--- src/rtl/pp_dma_chan.sv ---
module pp_dma_chan #(
  parameter int DW        = 32,
  parameter int RAW       = 13,
  parameter int LW        = 16,
  parameter int CHAN      = 2,
  parameter int DESC_BASE = 32'h1000,
  parameter int CTL_BASE  = 32'h0C00
) (
  input  logic           clk,
  input  logic           rst_n,
  input  logic           reg_we,
  input  logic [RAW-1:0] reg_addr,
  input  logic [DW-1:0]  reg_wdata,
  output logic [DW-1:0]  reg_rdata,
  output logic           mem_req,
  output logic           mem_we,
  output logic [DW-1:0]  mem_addr,
  output logic [DW-1:0]  mem_wdata,
  input  logic [DW-1:0]  mem_rdata,
  input  logic           mem_ack,
  input  logic           per_req,
  output logic           per_ack,
  input  logic [DW-1:0]  per_din,
  output logic [DW-1:0]  per_dout,
  output logic           irq
);
  localparam logic [RAW-1:0] DESC = RAW'(DESC_BASE + 32 * CHAN);
  localparam logic [RAW-1:0] CTL  = RAW'(CTL_BASE + 16 * CHAN);

  logic [DW-1:0] addr_q [2];
  logic [LW-1:0] len_q  [2];
  logic [1:0]    arm_q, dir_q, done_q;
  logic          act, en_q, busy;

  wire       desc_hit = reg_addr[RAW-1:5] == DESC[RAW-1:5];
  wire       ctl_hit  = reg_addr[RAW-1:2] == CTL[RAW-1:2];
  wire       wset     = reg_addr[4];
  wire [1:0] fld      = reg_addr[3:2];
  wire       last     = len_q[act] <= LW'(4);

  assign mem_req   = busy;
  assign mem_we    = dir_q[act];
  assign mem_addr  = addr_q[act];
  assign mem_wdata = per_din;
  assign irq       = |done_q;

  always_comb begin
    reg_rdata = '0;
    if (desc_hit)
      case (fld)
        2'd0:    reg_rdata = addr_q[wset];
        2'd1:    reg_rdata[LW-1:0] = len_q[wset];
        2'd2:    reg_rdata[2:0] = {done_q[wset], dir_q[wset], arm_q[wset]};
        default: reg_rdata = '0;
      endcase
    else if (ctl_hit)
      reg_rdata[1:0] = {act, en_q};
  end

  always_ff @(posedge clk) begin
    if (!rst_n) begin
      addr_q   <= '{default: '0};
      len_q    <= '{default: '0};
      arm_q    <= '0;
      dir_q    <= '0;
      done_q   <= '0;
      act      <= 1'b0;
      en_q     <= 1'b0;
      busy     <= 1'b0;
      per_ack  <= 1'b0;
      per_dout <= '0;
    end else begin
      per_ack <= 1'b0;
      if (reg_we && desc_hit)
        case (fld)
          2'd0: addr_q[wset] <= reg_wdata;
          2'd1: len_q[wset]  <= {reg_wdata[LW-1:2], 2'b00};
          2'd2: begin
            arm_q[wset] <= reg_wdata[0];
            dir_q[wset] <= reg_wdata[1];
            if (reg_wdata[2]) done_q[wset] <= 1'b0;
          end
          default: ;
        endcase
      if (reg_we && ctl_hit) en_q <= reg_wdata[0];

      if (busy) begin
        if (mem_ack) begin
          busy        <= 1'b0;
          per_ack     <= 1'b1;
          addr_q[act] <= addr_q[act] + DW'(4);
          if (!dir_q[act]) per_dout <= mem_rdata;
          if (last) begin
            len_q[act]  <= '0;
            arm_q[act]  <= 1'b0;
            done_q[act] <= 1'b1;
            act         <= ~act;
          end else begin
            len_q[act] <= len_q[act] - LW'(4);
          end
        end
      end else if (en_q && arm_q[act] && len_q[act] == '0) begin
        arm_q[act]  <= 1'b0;
        done_q[act] <= 1'b1;
        act         <= ~act;
      end else if (en_q && arm_q[act] && per_req) begin
        busy <= 1'b1;
      end else if (!arm_q[act] && arm_q[~act]) begin
        act <= ~act;
      end
    end
  end

  AST_REQ_HOLD: assert property (@(posedge clk) disable iff (!rst_n)
    mem_req && !mem_ack |=> mem_req && $stable(mem_addr) && $stable(mem_we));
  AST_START_ARMED: assert property (@(posedge clk) disable iff (!rst_n)
    $rose(mem_req) |-> $past(arm_q[act]) && $past(en_q));
  AST_ADDR_STEP: assert property (@(posedge clk) disable iff (!rst_n)
    mem_req && mem_ack && !reg_we |=> addr_q[$past(act)] == $past(mem_addr) + DW'(4));
  AST_ACK_PULSE: assert property (@(posedge clk) disable iff (!rst_n)
    per_ack |=> !per_ack);
  AST_SWITCH_ON_LAST: assert property (@(posedge clk) disable iff (!rst_n)
    mem_req && mem_ack && last |=> act != $past(act));
endmodule

--- config.mk ---
export PLATFORM = sky130hd
export DESIGN_NAME = pp_dma_chan
export DESIGN_NICKNAME = d
export VERILOG_FILES = /design/src/rtl/pp_dma_chan.sv
export SDC_FILE = /design/constraint.sdc
export NUM_CORES = 1
export LEC_CHECK = 0
export BUFFER_PORTS_ARGS = -buffer_cell sky130_fd_sc_hd__buf_2
export CORE_UTILIZATION = 50
export DETAILED_ROUTE_END_ITERATION = 6
export GPL_ROUTABILITY_DRIVEN = 0
export GPL_TIMING_DRIVEN = 0
export PLACE_DENSITY = 0.76
export RECOVER_POWER = 50
export SYNTH_ARGS = -nofsm -noshare
export SYNTH_HDL_FRONTEND = slang
export SYNTH_SLANG_ARGS = --single-unit
--- constraint.sdc ---
create_clock -name clk -period 3.63 [get_ports clk]
set_input_delay 0.1815 -clock clk [delete_from_list [all_inputs] [get_ports clk]]
set_output_delay 0.1815 -clock clk [all_outputs]
set_load 0.02 [all_outputs]
# Word-level counts from Yosys, hierarchy flattened
# Cells that the tools add are included.
# word_totals
register_bits	138
elab_cells	146
in_bits	114
# op_classes
muxes	85
n_bitwise	11
reduce_logical	19
add_sub_neg	2
n_eq_ne	7
order_cmp	10
# ops
operator	n
32-bit two-way mux	14
64-bit two-way mux	5
16-bit two-way mux	9
64-bit bitwise mux	2
32-bit bitwise mux	2
32-bit demux with 1-bit select	2
2-bit two-way mux	17
32-bit by 3-bit adder with 32-bit output (second input constant)	1
32-bit AND	1
16-bit demux with 1-bit select	2
32-bit inverter	1
30-bit two-way mux	1
13-bit case mux with 2 select lines	1
1-bit two-way mux	25
16-bit by 3-bit less-or-equal comparator with 1-bit output (second input constant)	1
16-bit zero test	1
16-bit by 3-bit subtractor with 16-bit output (second input constant)	1
11-bit by 10-bit equality test with 1-bit output (second input constant)	1
1-bit logical AND	10
3-bit case mux with 3 select lines	1
8-bit equality test (second input constant)	1
1-bit by 2-bit < comparator with 1-bit output (second input constant)	3
2-bit AND	2
2-bit bitwise mux	2
other kinds (20)	28

# Longest topological paths before layout
# Gate-level depths: netlist of run 1.
# logic_depth
word_depth	14
mapped_depth	13

# Least setup slack after synthesis of run 1
# Ideal clock, no wire load.
# synth_timing
path_kind	flip-flop to flip-flop
startpoint	register act
endpoint	register addr_q[28] (netlist bit)
t_arrival_ns	3.003
path_slack_ns	0.548
synth_period_minus_slack_ns	3.082
path_stages_with_launch	13
n_path_buf	5
path_cell_list	dfxtp_1 > buf_6 > buf_6 > buf_2 > buf_2 > buf_2 > mux2_2 > ha_1 > nand4b_1 > a22oi_4 > nand4_4 > or4_1 > o211ai_1
# synth_between
elab_chain_len	8
elab_cells_between_ends	13
cone_classes	add/sub: 1; order compare: 2; mux: 8; bitwise: 1; reduce/logical: 1
# synth_lines
element	line_no	rtl
start: declaration	33	logic act, en_q, busy;
start signal: assignment	97	act <= ~act;
start signal: assignment	105	act <= ~act;
start signal: assignment	109	act <= ~act;
1-bit inverter with 2-bit output	--	
32-bit two-way mux (3 in series)	--	
named net mem_addr[2]	17	output logic [DW-1:0] mem_addr,
32-bit by 3-bit adder with 32-bit output	91	addr_q[act] <= addr_q[act] + DW'(4);
64-bit bitwise mux	91	
64-bit two-way mux	88	if (mem_ack) begin
64-bit two-way mux	87	if (busy) begin
end signal: indexed assignment	76	2'd0: addr_q[wset] <= reg_wdata;
end signal: indexed assignment	91	
end: declaration	30	logic [DW-1:0] addr_q [2];
# The timed path passes the listed nets, and every way through them passes these cells. The select of a mux whose other input is x is not followed.
# A chain may end at the register's enable or synchronous reset.

# Final worst setup path of run 1
# layout_timing
startpoint	register act
endpoint	register addr_q[26] (netlist bit)
# layout_between
elab_chain_len	8
elab_cells_between_ends	13
cone_classes	add/sub: 1; order compare: 2; mux: 8; bitwise: 1; reduce/logical: 1
# layout_lines
element	line_no
1-bit inverter with 2-bit output (implied by the code) *	91
32-bit two-way mux (implied by the code) (tied with other cells)	91
32-bit two-way mux (implied by the code) or 1-bit logical AND (tied branches)	91
32-bit two-way mux (implied by the code)	91
32-bit by 3-bit adder with 32-bit output or 32-bit demux with 1-bit select (tied branches)	91
64-bit bitwise mux *	91
64-bit two-way mux *	88
64-bit two-way mux *	87
# Every way passes the cells marked *; elsewhere a longest branch is shown, timed or not. The select of a mux whose other input is x is not followed.

==> impl_metrics.ini, run 1 <==
[run_status]
outcome = complete, no violations

[placed_design]
place_area_mm2 = 0.0105
dp_hpwl_um = 24700
io_buffer_count = 211

[critical_path]
worstSetupEndpointType = flop
cp_max_fo = 28
crit_required_ns = 3.95
startpoint_type = flop
crit_path_frequent_cell = buf_6
worstSetupPathType = reg2reg
cpPeakStageDelay_ns = 0.42
critPathSlowestCell = dfxtp_1
worstPathArrival_ns = 3.56
crit_chain = buf_6 -> buf_6 -> clkbuf_4 -> mux2_1 -> ha_1 -> nand4_1 -> a22oi_4 -> buf_12 -> nand3_2 -> buf_2 -> nor4_1 -> a211oi_1

[sta]
rsz0062_at_grt = no
relSlewSlack_pct = 25.1
hold_viol = 0
tightest_slew_ns = 1.11
fmax_mhz = 308
fin_worst_skew_ns = 0.00834
fin_crit_ns = 3.24
slew_violations = 0
setup_violations = 0
fin_crit_sh_pct = 89.4

[global_routing]
track_usage_pct = 37.1
antenna_found_initial = 0
grt-busiest-layer = met2
grtUsageMet2_pct = 58.4
grt_overflow_total = 0
grt_pass1_vias = 9518
met3_usage_pct = 9.90
grt_pass1_wl_um = 52400
gr-usage-met1_pct = 45.4
grt_max_degree = 20

[drt]
vias = 9971
initialDrtViolationCount = 1220
wire_per_inst_um = 22.3
via_per_inst = 6.38
drcViolationCount = 0
routed_wl_um = 34900
ant_nets = 0
first_pass_iters = 6

[synthesis]
ys_warn_count = 0
async_flop_share_pct = 0
synth_seq_cells = 138
synth_nets = 1183
synth_top_area_share_pct = 30.2
ys.flop_type = dfxtp_1
synth_edf_count = 0
yosysUniqueCellTypes = 86
synth_top_cell_by_area = dfxtp_1
synthesis.area_mm2 = 0.00916
syn_area_per_cell_um2 = 8.59
yosysSeqAreaShare_pct = 30.2
synth_area_leaders = dfxtp_1 (30%), mux2_2 (8.7%), mux2i_1 (7.8%)
syn_inst = 1066

[finish]
area_growth_pct = 22.2
finish.utilization_pct = 62.3
nFillCells = 1648
most-common-layout-cells = clkbuf_1 (146), dfxtp_1 (138), buf_2 (128)
layout.area.seq_mm2 = 0.00276
fin_area_mm2 = 0.0112
post_route_cells_drive_above_1_share_pct = 22.9
nets = 1439
layout_commonest_cell = clkbuf_1
antenna_cells = 0
multi_input_area_mm2 = 0.00568

[pwr]
p_comb_share_pct = 7.4
p_switching_mw = 0.904
p_seq_share_pct = 44.2
p_clk_share_pct = 48.4
p_leak_nw = 4.85
swShare_pct = 26.4
cell_internal_pwr_mw = 2.52
powerDensity_mw_per_mm2 = 306
ir_worst_vdd_mv = 0.403
p_total_mw = 3.43

[clock_network]
path_clk_slew_ns = 0.06
root_buffer = clkbuf_16
cts_buffers = 17
clock_sinks = 138
clk_path_buf_depth = 2
cts_tree = done
htreeDepth = 4
clk-insertion-delay-late_ns = 0.44

[floorplanning]
die_area_mm2 = 0.0189
die_h_um = 137
core-area_mm2 = 0.0180
ios = 246
initial_core_util_pct = 51.0
row_count = 49
die_x_um = 137

[flow_run]
timing.max_cap.violations = 0

[min_path]
hold_class = in2reg
what timing repair did:
| item | 4_1_cts | 5_1_grt |
|---|---|---|
| hold endpoints to repair | 27 | 0 |
| pin swaps | 1 | 0 |
| cloned | 0 | 0 |
| resized for setup | 0 | 1 |
| setup endpoints to repair | 30 | 15 |
| buffers inserted | 1 | 0 |
| hold buffers | 27 | 0 |
power by group through the flow:
stage	registers [mW]	clock network [mW]	logic, mW
finish	1.51	1.66	0.255
global route	1.51	1.71	0.267
CTS	1.51	1.65	0.253
detailed placement	1.55	0	0.230
global placement	1.55	0	0.228
floorplan	1.55	0	0.113
path summary, 6_finish.rpt:
path	startpoint	end	slack (ns)	cells past startpoint
max	act	addr_q[26]	0.39	12
min	mem_rdata[11]	per_dout[11]	0.007	3
max reg2reg	act	addr_q[26]	0.39	12
min reg2reg	per_dout[18]	per_dout[18]	0.46	2
flip-flops by register name, summed over array words and instances (netlist names):
signal    count
done_q        2
per_ack       1
en_q          1
mem_req       1
len_q        32
dir_q         2
act           1
arm_q         2
per_dout     32
addr_q       64
metrics by stage:
step	std cells	worst slack [ns]	hold WS, ns	setup TNS (ns)
global placement	1506	-0.248	0.423	-2.11
global route	1564	0.249	0.00583	0
finish	1564	0.385	0.00742	0
CTS	1565	0.159	0.00102	0
floorplan	1066	0.548	0.318	0
detailed placement	1506	-0.272	0.428	-3.06
critical path: cells and delay by family, from the launching register on:
kind	cells	cell delay [ns]
buf+inv	5	1.30
mux	1	0.21
flops	1	0.42
compound gates	2	0.29
fa+ha+maj	1	0.25
simple gates	3	0.65
metal layers:
layer	share of wire [%]	routed length, µm	vias to the layer above
li1	-	-	4434
met1	39	13400	4666
met2	44	15400	703
met3	12	4100	168
met4	5.5	1910	0
met5	0	0	-
layout make-up:
| cell class | count | share of cell area (%) |
|---|---|---|
| inverter | 20 | 0.671 |
| clock inverter | 13 | 0.861 |
| buffer | 108 | 5.55 |
| timing repair buffer | 239 | 10.9 |
| clock buffer | 19 | 4.05 |
| tap | 229 | 2.56 |
| multi-input combinational | 798 | 50.7 |
| sequential | 138 | 24.7 |
kinds of logic after synthesis:
logic type               count (synthesis)  share of synthesized area [%]
adder cells (fa/ha/maj)                  3                          0.410
flip-flops                             138                           30.2
buffers and inverters                  130                           7.74
AO/OA/AOI/OAI                          285                           21.9
AND/OR/NAND/NOR                        336                           19.7
multiplexers                           147                           17.5
XOR/XNOR                                27                           2.58
synth_stat cells (22+ instances only):
cell type / n
clkbuf_1: 41
buf_2: 24
mux2i_1: 71
nand2_1: 117
a22oi_1: 25
a21oi_1: 78
nand3_1: 22
dfxtp_1: 138
a211oi_1: 25
buf_4: 34
nor3_1: 22
o21ai_0: 48
nor2_1: 80
mux2_2: 71
No activity file was read; power rests on OpenSTA's default activity.
==> run 2: changes to the inputs <==
--- a/config.mk
+++ b/config.mk
@@ -6,6 +6,7 @@
 export NUM_CORES = 1
 export LEC_CHECK = 0
 export BUFFER_PORTS_ARGS = -buffer_cell sky130_fd_sc_hd__buf_2
+export CORE_MARGIN = 2
 export CORE_UTILIZATION = 50
 export DETAILED_ROUTE_END_ITERATION = 6
 export GPL_ROUTABILITY_DRIVEN = 0
==> run 2 against run 1 <==
- combinational power is essentially flat
- via count shrank 0.14%
- worst hold slack better by 0.0039 ns
- sequential cell count is the same
- largest power group unchanged
==> impl_metrics.ini, run 2 (same netlist as run 1, synthesis figures left out) <==
[finish]
area_growth_pct = 22.9
layout.area.seq_mm2 = 0.00276
nFillCells = 1644
largest_reg_flops = 64
most-common-layout-cells = clkbuf_1 (147), dfxtp_1 (138), buf_2 (128)
antenna_cells = 0
multi_input_area_mm2 = 0.00568
layout_commonest_cell = clkbuf_1
post_route_cells_drive_above_1_share_pct = 22.9
regMostFlops = addr_q
fin_area_mm2 = 0.0113
top_regs = addr_q: 64 flops, len_q: 32 flops, per_dout: 32 flops
nets = 1444

[sta]
fin_crit_ns = 3.54
hold_viol = 0
slew_violations = 0
relSlewSlack_pct = 30.3
rsz0062_at_grt = no
tightest_slew_ns = 1.02
fin_worst_skew_ns = 0.00872
fmax_mhz = 283
setup_violations = 0
fin_crit_sh_pct = 97.4
hold_slack_ns = 0.0113

[critical_path]
crit_required_ns = 3.94
worstSetupPathType = reg2reg
worstPathArrival_ns = 3.85
startpoint_type = flop
cp_max_fo = 19
worstSetupEndpointType = flop

[global_routing]
grt_pass1_vias = 9687
antenna_found_initial = 0
track_usage_pct = 34.9
grt_overflow_total = 0
grt_pass1_wl_um = 53400
grt_max_degree = 20

[pwr]
powerDensity_mw_per_mm2 = 310
ir_worst_vdd_mv = 0.338
p_leak_nw = 4.87

[flow_run]
timing.max_cap.violations = 0

[placed_design]
io_buffer_count = 211
dp_hpwl_um = 24500
place_area_mm2 = 0.0105

[floorplanning]
die_area_mm2 = 0.0194
die_h_um = 139
initial_core_util_pct = 51.0
die_x_um = 139
ios = 246
core-area_mm2 = 0.0180
row_count = 49

[drt]
via_per_inst = 6.35
drcViolationCount = 0
initialDrtViolationCount = 1168
vias = 9957
ant_nets = 0
wire_per_inst_um = 22.3
first_pass_iters = 6
routed_wl_um = 35000

[clock_network]
clk_path_buf_depth = 2
path_clk_slew_ns = 0.06
root_buffer = clkbuf_16
clock_sinks = 138
clk-insertion-delay-late_ns = 0.44
htreeDepth = 4
cts_buffers = 17
cts_tree = done

[run_status]
outcome = complete, no violations

[min_path]
hold_class = in2reg
-- run 2: changes by cell type in the layout (fill, tap and decap cells not counted), moves of 2 or more --
| cell | change |
|---|---|
| clkbuf_8 | -2 |
| dlygate4sd3_1 | +4 |
| inv_6 | +5 |
| clkinv_4 | -3 |
-- run 2: where the power goes --
group          switching, mW  internal [mW]
registers           0.000290           1.51
logic                  0.155          0.103
clock network          0.765          0.952
-- run 2: final timing paths --
path	from	to	slack [ns]	cells after the start
worst max-delay path	act	addr_q[26]	0.09	13
worst min-delay path	mem_rdata[28]	per_dout[28]	0.01	3
worst max register to register	act	addr_q[26]	0.09	13
worst min register to register	per_dout[31]	per_dout[31]	0.46	2
-- run 2: final cells by class --
cell class | instances | area share [%]
Multi-Input combinational cell | 798 | 50.5
Sequential cell | 138 | 24.5
Timing Repair Buffer | 243 | 11.2
Buffer | 109 | 5.57
Clock buffer | 17 | 3.78
Tap cell | 229 | 2.55
Clock inverter | 15 | 1.23
Inverter | 20 | 0.667
-- run 2: routing by layer --
metal	part of all wire [%]	GRT usage [%]	wire length (µm)
met1	39	44.3	13600
met3	12	9.94	4130
met5	0	0	0
met4	4.9	17.9	1700
met2	45	54.0	15600
-- run 2: repair_timing --
item | 4_1_cts | 5_1_grt
resized for setup | 1 | 0
endpoints found under the setup margin | 33 | 9
endpoints found under the hold margin | 31 | 0
pin swaps | 0 | 1
buffers inserted | 0 | 1
hold buffers | 31 | 0
-- run 2: per-stage QoR --
| step | power (mW) | std cells | worst slack [ns] | setup TNS, ns | util (%) |
|---|---|---|---|---|---|
| after detailed placement | 1.78 | 1506 | -0.298 | -3.10 | 58.5 |
| after global routing | 3.56 | 1569 | 0.0502 | 0 | 62.6 |
| after global placement | 1.78 | 1506 | -0.271 | -2.46 | 58.5 |
| after CTS | 3.47 | 1568 | 0.0783 | 0 | 63.3 |
| final | 3.49 | 1569 | 0.0939 | 0 | 62.6 |
| after floorplan | 1.66 | 1066 | 0.548 | 0 | - |
-- run 2: worst max-delay path, cell delays in order, from the launching register on --
cell and delay (ns):
dfxtp_1 0.44, buf_6 0.21, buf_6 0.28, buf_4 0.28, buf_2 0.34, mux2_2 0.23, ha_1 0.26, nand4_1 0.17
a22oi_4 0.21, buf_12 0.16, nand3_2 0.14, buf_2 0.26, nor4_1 0.32, a211oi_1 0.10
==> run 3: changes to the inputs <==
--- a/config.mk
+++ b/config.mk
@@ -5,6 +5,7 @@
 export SDC_FILE = /design/constraint.sdc
 export NUM_CORES = 1
 export LEC_CHECK = 0
+export ABC_AREA = 1
 export BUFFER_PORTS_ARGS = -buffer_cell sky130_fd_sc_hd__buf_2
 export CORE_MARGIN = 2
 export CORE_UTILIZATION = 50
==> run 3 against run 2 <==
- setup slack improved by 0.69 ns
- die area rose by 0.52%
- non-clock buffer count fell by 35
- critical path depth fell by 2
- synthesized cell count rose by 38%
- clock-buffer cell count rose by 3
- global-route usage rose by 0.25 points
- via count rose by 11%
==> impl_metrics.ini, run 3 <==
[synthesis]
synth_top_cell_by_area = dfxtp_1
syn_inst = 1469
synth_edf_count = 0
synthesis.area_mm2 = 0.00921
synth_seq_cells = 138
yosysSeqAreaShare_pct = 30.0
async_flop_share_pct = 0
synth_top_area_share_pct = 30.0
synth_nets = 1586
yosysMostFrequentCell = nand2_1
synth_area_leaders = dfxtp_1 (30%), nand2_1 (13%), inv_1 (8.4%)
ys.flop_type = dfxtp_1
ys_warn_count = 0
synthTopCellsByCount = nand2_1 (314), inv_1 (207), nor2_1 (171)
yosysUniqueCellTypes = 46
syn_area_per_cell_um2 = 6.27

[floorplanning]
ios = 246
die_h_um = 140
row_count = 49
die_x_um = 140
initial_core_util_pct = 51.1
die_area_mm2 = 0.0195
core-area_mm2 = 0.0180

[min_path]
hold_class = in2reg
hold_depth = 3
min_from = mem_rdata[2]

[finish]
post_route_cells_drive_above_1_share_pct = 16.2
area_growth_pct = 20.1
nets = 1815
fin_cells = 1939
most-common-layout-cells = nand2_1 (315), inv_1 (208), nor2_1 (173)
top_regs = addr_q: 64 flops, len_q: 32 flops, per_dout: 32 flops
antenna_cells = 0
regMostFlops = addr_q
largest_reg_flops = 64
layout_commonest_cell = nand2_1

[global_routing]
grt-busiest-layer = met2
grt_overflow_total = 0
track_usage_pct = 35.1
grtUsageMet2_pct = 55.2
grt_max_degree = 17
antenna_found_initial = 0
grt_pass1_vias = 10300
gr-usage-met1_pct = 44.9
met3_usage_pct = 8.26
grt_pass1_wl_um = 54300

[sta]
fmax_mhz = 352
hold_viol = 0
relSlewSlack_pct = 39.5
fin_crit_ns = 2.84
fin_worst_skew_ns = 0.0109
fin_crit_sh_pct = 78.3
rsz0062_at_grt = no
slew_violations = 0
setup_tns_ns = 0
setup_violations = 0
tightest_slew_ns = 0.908

[run_status]
outcome = complete, no violations

[pwr]
powerDensity_mw_per_mm2 = 335
ir_worst_vdd_mv = 0.369
p_leak_nw = 4.86

[critical_path]
worst_r2r_path_depth = 11
worstSetupEndpointType = flop
cp-startpoint = act
crit_cells = 11
crit_chain = buf_6 -> clkbuf_1 -> o21ai_2 -> ha_1 -> nand3_4 -> nor2_2 -> nand3_1 -> or2_1 -> nand3_1 -> nand3_1 -> inv_1
critPathSlowestCell = o21ai_2
crit_family = simple AND/OR/NAND/NOR gates
startpoint_type = flop
crit_required_ns = 4.02
r2r-start = act
cpPeakStageDelay_ns = 0.47
cp_max_fo = 10
worstPathArrival_ns = 3.24
crit_buf_inv = 3
worstSetupPathType = reg2reg
crit_path_frequent_cell = nand3_1

[clock_network]
clk_path_buf_depth = 2
htreeDepth = 4
clock_sinks = 138
cts_tree = done
cts_buffers = 17
clk-insertion-delay-late_ns = 0.44
cts_hold_buf = 0
path_clk_slew_ns = 0.07
cts_setup_buffers = 0
cts.repair.resized = 0
root_buffer = clkbuf_16

[placed_design]
dp_hpwl_um = 25800
io_buffer_count = 210
dp.cells = 1908

[drt]
routed_wl_um = 35300
first_pass_iters = 6
via_per_inst = 5.69
drcViolationCount = 0
ant_nets = 0
initialDrtViolationCount = 1435
vias = 11000
wire_per_inst_um = 18.2

[flow_run]
timing.max_cap.violations = 0
-- run 3: changes by cell type after synthesis, sizes merged, moves of 13 or more --
cell / previous run / this run
a211oi: 26 / 2
inv: 20 / 218
o22ai: 18 / 5
nand2: 117 / 327
o211ai: 5 / 28
mux2: 71 / 0
o21ai: 50 / 141
mux2i: 73 / 0
a21oi: 79 / 106
nor2: 81 / 195
a22oi: 29 / 42
nand3: 28 / 93
-- run 3: layout make-up --
class                   count  area, µm²
multi-input cells        1004       4970
fillers                  1827       6960
plain buffers             107        624
repair buffers            210        940
flip-flops and latches    138       2760
clock inverters            11        194
well taps                 229        287
inverters                 220        828
clock buffers              20        457
-- run 3: final timing paths --
| path | to | slack [ns] |
|---|---|---|
| max | addr_q[16] | 0.79 |
| min | per_dout[2] | 0.03 |
| max reg2reg | addr_q[16] | 0.79 |
| min reg2reg | per_dout[4] | 0.44 |
-- run 3: cells by family after synthesis --
logic type / synth area share, %
simple gates: 30.5
xor+xnor: 1.71
buf+inv: 15.9
compound gates: 21.5
flops: 30.0
fa+ha+maj: 0.408
-- run 3: worst min-delay path, stage by stage --
cell,delay [ns]
buf_2,0.07
o21ai_0,0.07
a21oi_1,0.10
-- run 3: report_power, final --
part	leakage, nW	internal, mW	switching, mW
combinational	3.43	0.0744	0.137
sequential	1.11	1.51	0.000263
clock	0.316	1.25	0.725
total	4.86	2.84	0.863
-- run 3: layer usage --
metal	wire length [µm]	vias up
li1	-	5144
met1	13700	4907
met2	15400	838
met3	4420	151
met4	1810	0
met5	0	-
-- run 3: per-stage QoR --
stage | hold WS [ns] | util (%) | cell area, µm² | power (mW) | worst slack (ns)
after floorplan | 0.309 | - | 9210 | 1.66 | 1.57
after global placement | 0.429 | 58.5 | 10500 | 1.76 | 1.02
after detailed placement | 0.433 | 58.5 | 10500 | 1.76 | 0.981
after CTS | 0.0323 | 62.1 | 11200 | 3.69 | 0.990
after global routing | 0.0435 | 61.4 | 11100 | 3.77 | 0.644
final | 0.0266 | 61.4 | 11100 | 3.70 | 0.786
